[src/rtl/picx_pkg.sv]
package picx_pkg;
    localparam int NUM_SRC   = 13;
    localparam int ADDR_W    = 5;
    localparam int DATA_W    = 16;
    localparam int CTL_W     = 8;
    localparam int LVL_W     = 3;
    localparam int KEY_W     = 5;
    localparam int KEY_MIN   = 4;
    localparam int AUTO_BASE = 24;
    localparam int SRC_SWV   = 8;
    localparam int SRC_UVA   = 12;
    localparam int SRC_UVB   = 13;
    localparam logic [7:0] VEC_DEFAULT = 8'h0F;

    localparam logic [ADDR_W-1:0] A_MASK = 5'h10;
    localparam logic [ADDR_W-1:0] A_PEND = 5'h11;
    localparam logic [ADDR_W-1:0] A_SWV  = 5'h12;
    localparam logic [ADDR_W-1:0] A_UVA  = 5'h13;
    localparam logic [ADDR_W-1:0] A_UVB  = 5'h14;

    typedef enum logic [0:0] {
        ST_QUIET   = 1'b0,
        ST_PRESENT = 1'b1
    } pres_state_e;

    function automatic logic [7:0] ctl_reset(input int idx);
        if (idx <= 7)       return 8'(idx * 4);
        else if (idx == 8)  return 8'h1C;
        else if (idx <= 11) return 8'h80;
        else                return 8'h00;
    endfunction
endpackage

[src/rtl/picx_regs.sv]
module picx_regs
    import picx_pkg::*;
#(
    parameter int N  = NUM_SRC,
    parameter int AW = ADDR_W,
    parameter int DW = DATA_W
) (
    input  logic                clk,
    input  logic                rst_n,
    input  logic [N:1]          irq_in,
    input  logic                wr,
    input  logic [AW-1:0]       addr,
    input  logic [DW-1:0]       wdata,
    output logic [DW-1:0]       rdata,
    output logic [N:1]          pend,
    output logic [N:1]          mask,
    output logic [N:1][7:0]     ctl,
    output logic [7:0]          swv,
    output logic [7:0]          uva,
    output logic [7:0]          uvb
);
    // pending mirror of request lines
    always_ff @(posedge clk) begin
        if (!rst_n) pend <= '0;
        else        pend <= irq_in;
    end

    always_ff @(posedge clk) begin
        if (!rst_n) begin
            mask <= '1;
            swv  <= VEC_DEFAULT;
            uva  <= VEC_DEFAULT;
            uvb  <= VEC_DEFAULT;
        end else if (wr) begin
            if (addr == A_MASK) mask <= wdata[N:1];
            if (addr == A_SWV)  swv  <= wdata[7:0];
            if (addr == A_UVA)  uva  <= wdata[7:0];
            if (addr == A_UVB)  uvb  <= wdata[7:0];
        end
    end

    always_ff @(posedge clk) begin
        for (int i = 1; i <= N; i++) begin
            if (!rst_n)
                ctl[i] <= ctl_reset(i);
            else if (wr && addr == AW'(i))
                ctl[i] <= wdata[7:0];
        end
    end

    always_comb begin
        rdata = '0;
        for (int i = 1; i <= N; i++) begin
            if (addr == AW'(i)) rdata = DW'(ctl[i]);
        end
        unique case (addr)
            A_MASK:  rdata = DW'({mask, 1'b0});
            A_PEND:  rdata = DW'({pend, 1'b0});
            A_SWV:   rdata = DW'(swv);
            A_UVA:   rdata = DW'(uva);
            A_UVB:   rdata = DW'(uvb);
            default: ;
        endcase
    end

    p_pend_follow_r1: assert property (@(posedge clk) disable iff (!rst_n)
        1'b1 |=> pend == $past(irq_in));

    p_mask_hold_r2: assert property (@(posedge clk) disable iff (!rst_n)
        !(wr && addr == A_MASK) |=> $stable(mask));
endmodule

[src/rtl/picx_arbiter.sv]
module picx_arbiter
    import picx_pkg::*;
#(
    parameter int N    = NUM_SRC,
    parameter int KW   = KEY_W,
    localparam int IDW = $clog2(N + 1)
) (
    input  logic [N:1]       active,
    input  logic [N:1][7:0]  ctl,
    output logic [N:1]       grant,
    output logic [IDW-1:0]   win_id,
    output logic [KW-1:0]    win_key,
    output logic [7:0]       win_ctl
);
    always_comb begin
        win_key = '0;
        win_id  = '0;
        win_ctl = '0;
        // strict compare keeps the lowest-numbered source on ties
        for (int i = 1; i <= N; i++) begin
            if (active[i] && (ctl[i][KW-1:0] > win_key)) begin
                win_key = ctl[i][KW-1:0];
                win_id  = IDW'(i);
                win_ctl = ctl[i];
            end
        end
    end

    for (genvar g = 1; g <= N; g++) begin : g_grant
        assign grant[g] = (win_id == IDW'(g));
    end

    always_comb begin
        p_grant_onehot_r3: assert ($onehot0(grant));
        p_grant_active_r2: assert ((grant & ~active) == '0);
    end
endmodule

[src/rtl/picx_vector.sv]
module picx_vector
    import picx_pkg::*;
#(
    parameter int N    = NUM_SRC,
    parameter int KW   = KEY_W,
    parameter int LW   = LVL_W,
    localparam int IDW = $clog2(N + 1)
) (
    input  logic [IDW-1:0] win_id,
    input  logic [KW-1:0]  win_key,
    input  logic [7:0]     win_ctl,
    input  logic [7:0]     swv,
    input  logic [7:0]     uva,
    input  logic [7:0]     uvb,
    output logic           nxt_valid,
    output logic [LW-1:0]  nxt_level,
    output logic [7:0]     nxt_vec
);
    always_comb begin
        nxt_valid = (win_key >= KW'(KEY_MIN));
        nxt_level = '0;
        nxt_vec   = '0;
        if (nxt_valid) begin
            nxt_level = win_ctl[2 +: LW];
            if (win_ctl[7]) begin
                nxt_vec = 8'(AUTO_BASE) + 8'(nxt_level);
            end else if (win_id == IDW'(SRC_SWV)) begin
                nxt_vec = swv;
            end else if (win_id == IDW'(SRC_UVA)) begin
                nxt_vec = uva;
            end else if (win_id == IDW'(SRC_UVB)) begin
                nxt_vec = uvb;
            end else begin
                nxt_vec = VEC_DEFAULT;
            end
        end
    end
endmodule

[src/rtl/picx_top.sv]
module picx_top
    import picx_pkg::*;
#(
    parameter int N    = NUM_SRC,
    parameter int AW   = ADDR_W,
    parameter int DW   = DATA_W,
    parameter int LW   = LVL_W,
    localparam int IDW = $clog2(N + 1)
) (
    input  logic          clk,
    input  logic          rst_n,
    input  logic [N:1]    irq_in,
    input  logic          reg_wr,
    input  logic [AW-1:0] reg_addr,
    input  logic [DW-1:0] reg_wdata,
    output logic [DW-1:0] reg_rdata,
    output logic [LW-1:0] cpu_level,
    output logic [7:0]    cpu_vector
);
    logic [N:1]      pend, mask, active, grant;
    logic [N:1][7:0] ctl;
    logic [7:0]      swv, uva, uvb, win_ctl, nxt_vec;
    logic [IDW-1:0]  win_id;
    logic [KEY_W-1:0] win_key;
    logic            nxt_valid;
    logic [LW-1:0]   nxt_level;
    pres_state_e     state_q, state_d;

    picx_regs #(.N(N), .AW(AW), .DW(DW)) u_regs (
        .clk(clk), .rst_n(rst_n), .irq_in(irq_in),
        .wr(reg_wr), .addr(reg_addr), .wdata(reg_wdata), .rdata(reg_rdata),
        .pend(pend), .mask(mask), .ctl(ctl),
        .swv(swv), .uva(uva), .uvb(uvb)
    );

    assign active = pend & ~mask;

    picx_arbiter #(.N(N), .KW(KEY_W)) u_arb (
        .active(active), .ctl(ctl), .grant(grant),
        .win_id(win_id), .win_key(win_key), .win_ctl(win_ctl)
    );

    picx_vector #(.N(N), .KW(KEY_W), .LW(LW)) u_vec (
        .win_id(win_id), .win_key(win_key), .win_ctl(win_ctl),
        .swv(swv), .uva(uva), .uvb(uvb),
        .nxt_valid(nxt_valid), .nxt_level(nxt_level), .nxt_vec(nxt_vec)
    );

    always_comb begin
        state_d = state_q;
        unique case (state_q)
            ST_QUIET:   if (nxt_valid)  state_d = ST_PRESENT;
            ST_PRESENT: if (!nxt_valid) state_d = ST_QUIET;
            default:    state_d = ST_QUIET;
        endcase
    end

    always_ff @(posedge clk) begin
        if (!rst_n) state_q <= ST_QUIET;
        else        state_q <= state_d;
    end

    always_ff @(posedge clk) begin
        if (!rst_n) begin
            cpu_level  <= '0;
            cpu_vector <= '0;
        end else begin
            unique case (state_d)
                ST_PRESENT: begin
                    cpu_level  <= nxt_level;
                    cpu_vector <= nxt_vec;
                end
                default: begin
                    cpu_level  <= '0;
                    cpu_vector <= '0;
                end
            endcase
        end
    end

    p_quiet_zero_r4: assert property (@(posedge clk) disable iff (!rst_n)
        state_q == ST_QUIET |-> (cpu_level == '0 && cpu_vector == '0));

    p_present_level_r5: assert property (@(posedge clk) disable iff (!rst_n)
        state_q == ST_PRESENT |-> cpu_level != '0);
endmodule

[config.mk]
export PLATFORM = sky130hd
export DESIGN_NAME = picx_top
export DESIGN_NICKNAME = d
export VERILOG_FILES = /design/src/rtl/picx_pkg.sv /design/src/rtl/picx_regs.sv /design/src/rtl/picx_arbiter.sv /design/src/rtl/picx_vector.sv /design/src/rtl/picx_top.sv
export SDC_FILE = /design/constraint.sdc
export NUM_CORES = 1
export LEC_CHECK = 0
export ABC_AREA = 1
export BUFFER_PORTS_ARGS = -buffer_cell sky130_fd_sc_hd__clkbuf_2
export CAP_MARGIN = 20
export CORE_UTILIZATION = 58
export CTS_BUF_LIST = sky130_fd_sc_hd__clkbuf_8
export CTS_CLUSTER_DIAMETER = 100
export DETAILED_ROUTE_END_ITERATION = 10
export HOLD_SLACK_MARGIN = 0.15
export PLACE_DENSITY_LB_ADDON = 0.12
export SYNTH_ARGS = -nofsm -noshare
export SYNTH_HDL_FRONTEND = slang
export SYNTH_HIERARCHICAL = 1
export SYNTH_SLANG_ARGS = --single-unit
[constraint.sdc]
create_clock -name clk -period 19.5 [get_ports clk]
set_input_delay 3.9 -clock clk [delete_from_list [all_inputs] [get_ports clk]]
set_output_delay 3.9 -clock clk [all_outputs]
set_load 0.1 [all_outputs]
* Word-level counts from Yosys, hierarchy flattened
Index checks and enable logic that the tools add are counted.
** Word-level totals
- Register bits :: 165
- Bits of input ports :: 37
- Output and inout bits :: 27
** Cells by class
- Add/subtract/negate cells :: 1
- Order comparisons :: 14
- Equal/unequal tests :: 21
- Muxes and demuxes :: 58
- Bitwise operators :: 2
- Reductions and logical operators :: 31
** Operators with widths (count)
- 8-bit two-way mux :: 30
- 14-bit one-hot mux with 5 select lines :: 1
- 5-bit two-way mux :: 13
- 5-bit greater-than comparator :: 12
- 5-bit by 4-bit == test with 1-bit output (second input constant) :: 6
- 1-bit logical AND :: 26
- 5-bit == test (second input constant) :: 5
- 4-bit two-way mux :: 6
- 5-bit by 3-bit == test with 1-bit output (second input constant) :: 4
- 13-bit bitwise AND :: 1
- 13-bit inverter :: 1
- 4-bit == test (second input constant) :: 3
- 3-bit two-way mux :: 4
- 5-bit by 2-bit == test with 1-bit output (second input constant) :: 2
- 2-bit AND reduction :: 4
- 5-bit by 3-bit adder with 6-bit output (first input constant) :: 1
- 5-bit by 1-bit == test with 1-bit output (second input constant) :: 1
- 5-bit by 3-bit greater-or-equal comparator with 1-bit output (second input constant) :: 1
- 5-bit by 1-bit greater-than comparator with 1-bit output (second input constant) :: 1
- 2-bit two-way mux :: 2
- 3-bit AND reduction :: 1
- 1-bit two-way mux :: 2

* Logic depth before layout (Yosys ltp)
- Depth in word-level cells :: 45
- Gate-level depth with buffers :: 133

* Modules after synthesis
The synthesis kept the hierarchy.
** Modules (own cells, without submodules)
- picx_regs :: instances 1, cells each 963, area an instance 6698.9 µm²
- picx_arbiter :: instances 1, cells each 691, area an instance 3863.7 µm²
- picx_top :: instances 1, cells each 61, area an instance 445.4 µm²
- picx_vector :: instances 1, cells each 82, area an instance 397.9 µm²

* Least setup slack after synthesis
Ideal clock, no wire load.
- Path type :: reg-to-reg
- From :: register u_regs/pend[1] (netlist bit)
- To :: register cpu_vector[5]
- Library setup time :: 0.062 ns
- Data arrival time :: 14.563 ns
- Setup slack :: 4.875 ns
- Cell stages (with the launch flop) :: 120
- Path buffers :: 13
- Cells stage by stage :: dfxtp_1 -> inv_1 -> nor2_1 -> nand2_1 -> inv_1 -> nand2_1 -> ha_1 -> nand2_1 -> nor2_2 -> a21oi_2 -> nand2_2 -> clkbuf_8 -> nand2_1 -> o21ai_0 -> ha_1 -> nand2_1 -> nor2_1 -> nand3b_1 -> [84 not listed] -> nand2_1 -> ha_1 -> nand4_1 -> o221ai_1 -> nand2_1 -> inv_1 -> buf_4 -> nand2_1 -> nand2_2 -> buf_4 -> inv_1 -> nand2_1 -> nor2_2 -> nor2_1 -> o21ai_0 -> nor2_1 -> inv_1 -> nor2_2
** RTL lines
- start: declaration :: line picx_regs.sv:15 : output logic [N:1] pend,
- start signal: assignment :: line picx_regs.sv:25 : else pend <= irq_in;
- 13-bit bitwise AND (*) :: line picx_top.sv:36 : assign active = pend & ~mask;
- net active, one bit :: line picx_top.sv:20 : logic [N:1] pend, mask, active, grant;
- 1-bit logical AND (*) :: line picx_arbiter.sv:21 : if (active[i] && (ctl[i][KW-1:0] > win_key)) begin
- 5-bit two-way mux :: line picx_arbiter.sv:21
- 5-bit greater-than comparator :: line picx_arbiter.sv:21
- 1-bit logical AND :: line picx_arbiter.sv:21
- 5-bit two-way mux :: line picx_arbiter.sv:21
- 5-bit greater-than comparator :: line picx_arbiter.sv:21
- [27 not listed]
- 1-bit logical AND :: line picx_arbiter.sv:21
- 5-bit two-way mux :: line picx_arbiter.sv:21
- 5-bit greater-than comparator :: line picx_arbiter.sv:21
- 1-bit logical AND :: line picx_arbiter.sv:21
- 8-bit two-way mux (*) :: line picx_arbiter.sv:21
- net win_ctl[4] :: line picx_top.sv:22 : logic [7:0] swv, uva, uvb, win_ctl, nxt_vec;
- 5-bit by 3-bit adder with 6-bit output (*) :: line picx_vector.sv:26 : nxt_vec = 8'(AUTO_BASE) + 8'(nxt_level);
- 8-bit two-way mux (*) :: line picx_vector.sv:25 : if (win_ctl[7]) begin
- end signal: assignment :: line picx_top.sv:71 : cpu_vector <= nxt_vec;
- end: declaration :: line picx_top.sv:18 : output logic [7:0] cpu_vector
The timed path passes the listed nets; every way through them passes the cells marked *.
A chain may end at the register's enable or synchronous reset.

* Worst setup path in the final report
- From :: register u_regs/pend[1] (netlist bit)
- To :: register cpu_vector[6]
** Between the ends
- Word-level cells in the longest chain between the ends :: 44
** Ends and longest elaborated chain
- 13-bit bitwise AND (*) :: line picx_top.sv:36
- net active, one bit :: line picx_top.sv:20
- 1-bit logical AND (*) :: line picx_arbiter.sv:21
- 5-bit two-way mux (*) :: line picx_arbiter.sv:21
- 5-bit greater-than comparator :: line picx_arbiter.sv:21
- 1-bit logical AND :: line picx_arbiter.sv:21
- 5-bit two-way mux (*) :: line picx_arbiter.sv:21
- 5-bit greater-than comparator :: line picx_arbiter.sv:21
- [30 not listed]
- 1-bit logical AND :: line picx_arbiter.sv:21
- 4-bit two-way mux (*) :: line picx_arbiter.sv:21
- net win_id[2] :: line picx_top.sv:23 : logic [IDW-1:0] win_id;
- 4-bit == test :: line picx_vector.sv:31 : end else if (win_id == IDW'(SRC_UVB)) begin
- 8-bit two-way mux :: line picx_vector.sv:31
- 8-bit two-way mux :: line picx_vector.sv:29 : end else if (win_id == IDW'(SRC_UVA)) begin
- 8-bit two-way mux (*) :: line picx_vector.sv:27 : end else if (win_id == IDW'(SRC_SWV)) begin
- 8-bit two-way mux (*) :: line picx_vector.sv:25
Marks and branches as above.

==> results_dict.tcl <==
set metrics [dict create \
    whs_path_depth 2 \
    fp.dieH_um 139.5 \
    grt_max_degree 102 \
    crit_buf_inv 9 \
    setup_viol 0 \
    final_cell_area_mm2 0.01161 \
    numCtsBuffers 17 \
    drc_errors 0 \
    crit_arrival_ns 16.90 \
    path_depth 103 \
    layout.cells.non_filler 1965 \
    placed_area_mm2 0.01118 \
    clock_latency_ns 0.48 \
    die-width_um 139.5 \
    multiInputGateArea_mm2 0.006319 \
    cp_max_fo 13 \
    finalMaxSlewViolations 0 \
    vdd_drop_max_uv 55.77 \
    antenna_found_initial 0 \
    num_antenna_cells 0 \
    syn_area_mm2 0.01096 \
    drt_iter0_drc 1056 \
    cts_resized 0 \
    period_share_pct 84.61 \
    ioPinCount 64 \
    finalNetCount 1798 \
    area_growth_pct 5.923 \
    placementRows 49 \
    p_per_area_mw_per_mm2 60.33 \
    avgViaCountPerCell 5.577 \
    outcome "completed" \
    crit_slowest_cell "o21ai_0" \
    port_buffers 59 \
    critical-path-top-delay-family "simple AND/OR/NAND/NOR gates" \
    ys_warn_count 6 \
    clkSinkCount 165 \
    cts_root_buffer "clkbuf_8" \
    syn_area_per_cell_um2 6.411 \
    hold_viol_final 0 \
    worstHoldPathType "flop to flop" \
    clkTransAtPathRegs_ns 0.08 \
    fin_crit_ns 16.50 \
    setup_tns_ns 0 \
    grt_usage_pct 32.54 \
    wl_um 31320 \
    first_pass_iters 5 \
    p_leak_nw 5.425 \
    coreArea_mm2 0.01827 \
    grt.overflow.total 0 \
    fmax_ghz 0.06061 \
    netlist_instances 1710 \
    grt_pass1_wl_um 49600 \
    postCtsSetupRepairBufs 0 \
    worst_clock_skew_ns 0.008876 \
    num-fill-cells 1720 \
    wl_per_cell_um 15.94 \
    vias 10960 \
    grt_pass1_vias 9798 \
    slew-limit-headroom_pct 33.77 \
    hpwlAfterDp_um 22910 \
    dieArea_mm2 0.01946 \
    cp_common_cell "nand2_1" \
    reg2reg_depth 103 \
    drive_above_1_share_pct 14.98 \
    cp-end-kind "flop" \
    initial_core_util_pct 60.01 \
    critical_path.startpoint_type "flop" \
    ff_latch_area_mm2 0.003303 \
    whs_ns 0.4589 \
    htree_levels 4 \
    hold_buffers 0 \
    antenna_left 0 \
    slowest_delay_ns 0.38 \
    worst_pin_slew_ns 0.9934 \
    setup.worst_path.class "flop to flop" \
    drv_cap 0 \
    place_inst 1934 \
    critPathRequiredTime_ns 19.90 \
    rsz0062_at_grt "no" \
    gp_congestion 0.9129 \
    cts_tree "built" \
    clock_path_buffers 2 \
]
==> metal layers <==
metal / GRT usage (%) / up-vias / wire (um)
met5: 0 / - / 0
li1: - / 5484 / -
met1: 43.51 / 4994 / 14020
met3: 5.368 / 66 / 2216
met4: 13.63 / 0 / 941
met2: 51.94 / 414 / 14130
==> registers in the layout (all words and copies together), names as in the netlist <==
name and count:
u_regs/ctl 104, u_regs/mask 13, u_regs/pend 13, cpu_vector 8, u_regs/swv 8, u_regs/uva 8
u_regs/uvb 8, cpu_level 3
==> layout by cell type, fill, tap and decap left out, types with 3 or more instances in the layout <==
master / n
ha_1: 37
nand2_4: 11
nor3_1: 5
nand3b_1: 21
nand4_1: 38
o211ai_1: 3
o21bai_1: 9
nor2_2: 44
dfxtp_1: 165
nand2_2: 50
and3_1: 3
buf_4: 5
o21ai_0: 103
a21oi_2: 7
nor2_4: 12
nand3_2: 16
a21oi_1: 88
inv_2: 22
o21a_1: 3
inv_1: 230
nor2_1: 150
clkbuf_8: 18
a32o_1: 8
bufinv_16: 4
nand3_1: 177
clkbuf_2: 58
a211oi_1: 4
nand2_1: 420
clkinvlp_4: 5
==> metrics by stage <==
stage | worst slack (ns) | utilization, % | power, mW
floorplan | 5.212 | - | 0.4135
global placement | 3.549 | 61.20 | 0.4338
detailed placement | 3.279 | 61.20 | 0.4350
CTS | 3.183 | 63.56 | 0.7010
global route | 1.437 | 63.56 | 0.7229
finish | 3.001 | 63.56 | 0.7006
==> area by class of cell <==
| cell class | count | area share [%] |
|---|---|---|
| clock inverters | 13 | 1.573 |
| inverters | 252 | 8.146 |
| clock buffers | 18 | 2.133 |
| multi-input cells | 1225 | 54.41 |
| flip-flops and latches | 165 | 28.45 |
| repair buffers | 63 | 2.823 |
| well taps | 229 | 2.467 |
==> path summary, 6_finish.rpt <==
check,startpoint,to,slack (ns)
hold reg to reg,u_regs/ctl[86],u_regs/ctl[86],0.46
hold / removal,u_regs/ctl[86],u_regs/ctl[86],0.46
setup reg to reg,u_regs/pend[1],cpu_vector[6],3.00
setup / recovery,u_regs/pend[1],cpu_vector[6],3.00
==> power breakdown <==
part | switching (mW) | total [mW] | internal (mW) | leakage [nW]
Sequential | 0.00404 | 0.345 | 0.341 | 1.34
Combinational | 0.0643 | 0.0834 | 0.0191 | 3.88
Clock | 0.130 | 0.272 | 0.142 | 0.206
==> worst min-delay path, cell delays in order (launching register included) <==
cell and delay (ns):
dfxtp_1 0.30, inv_1 0.06, a21oi_1 0.06
Note: power is estimated with default switching activity, not from simulation.
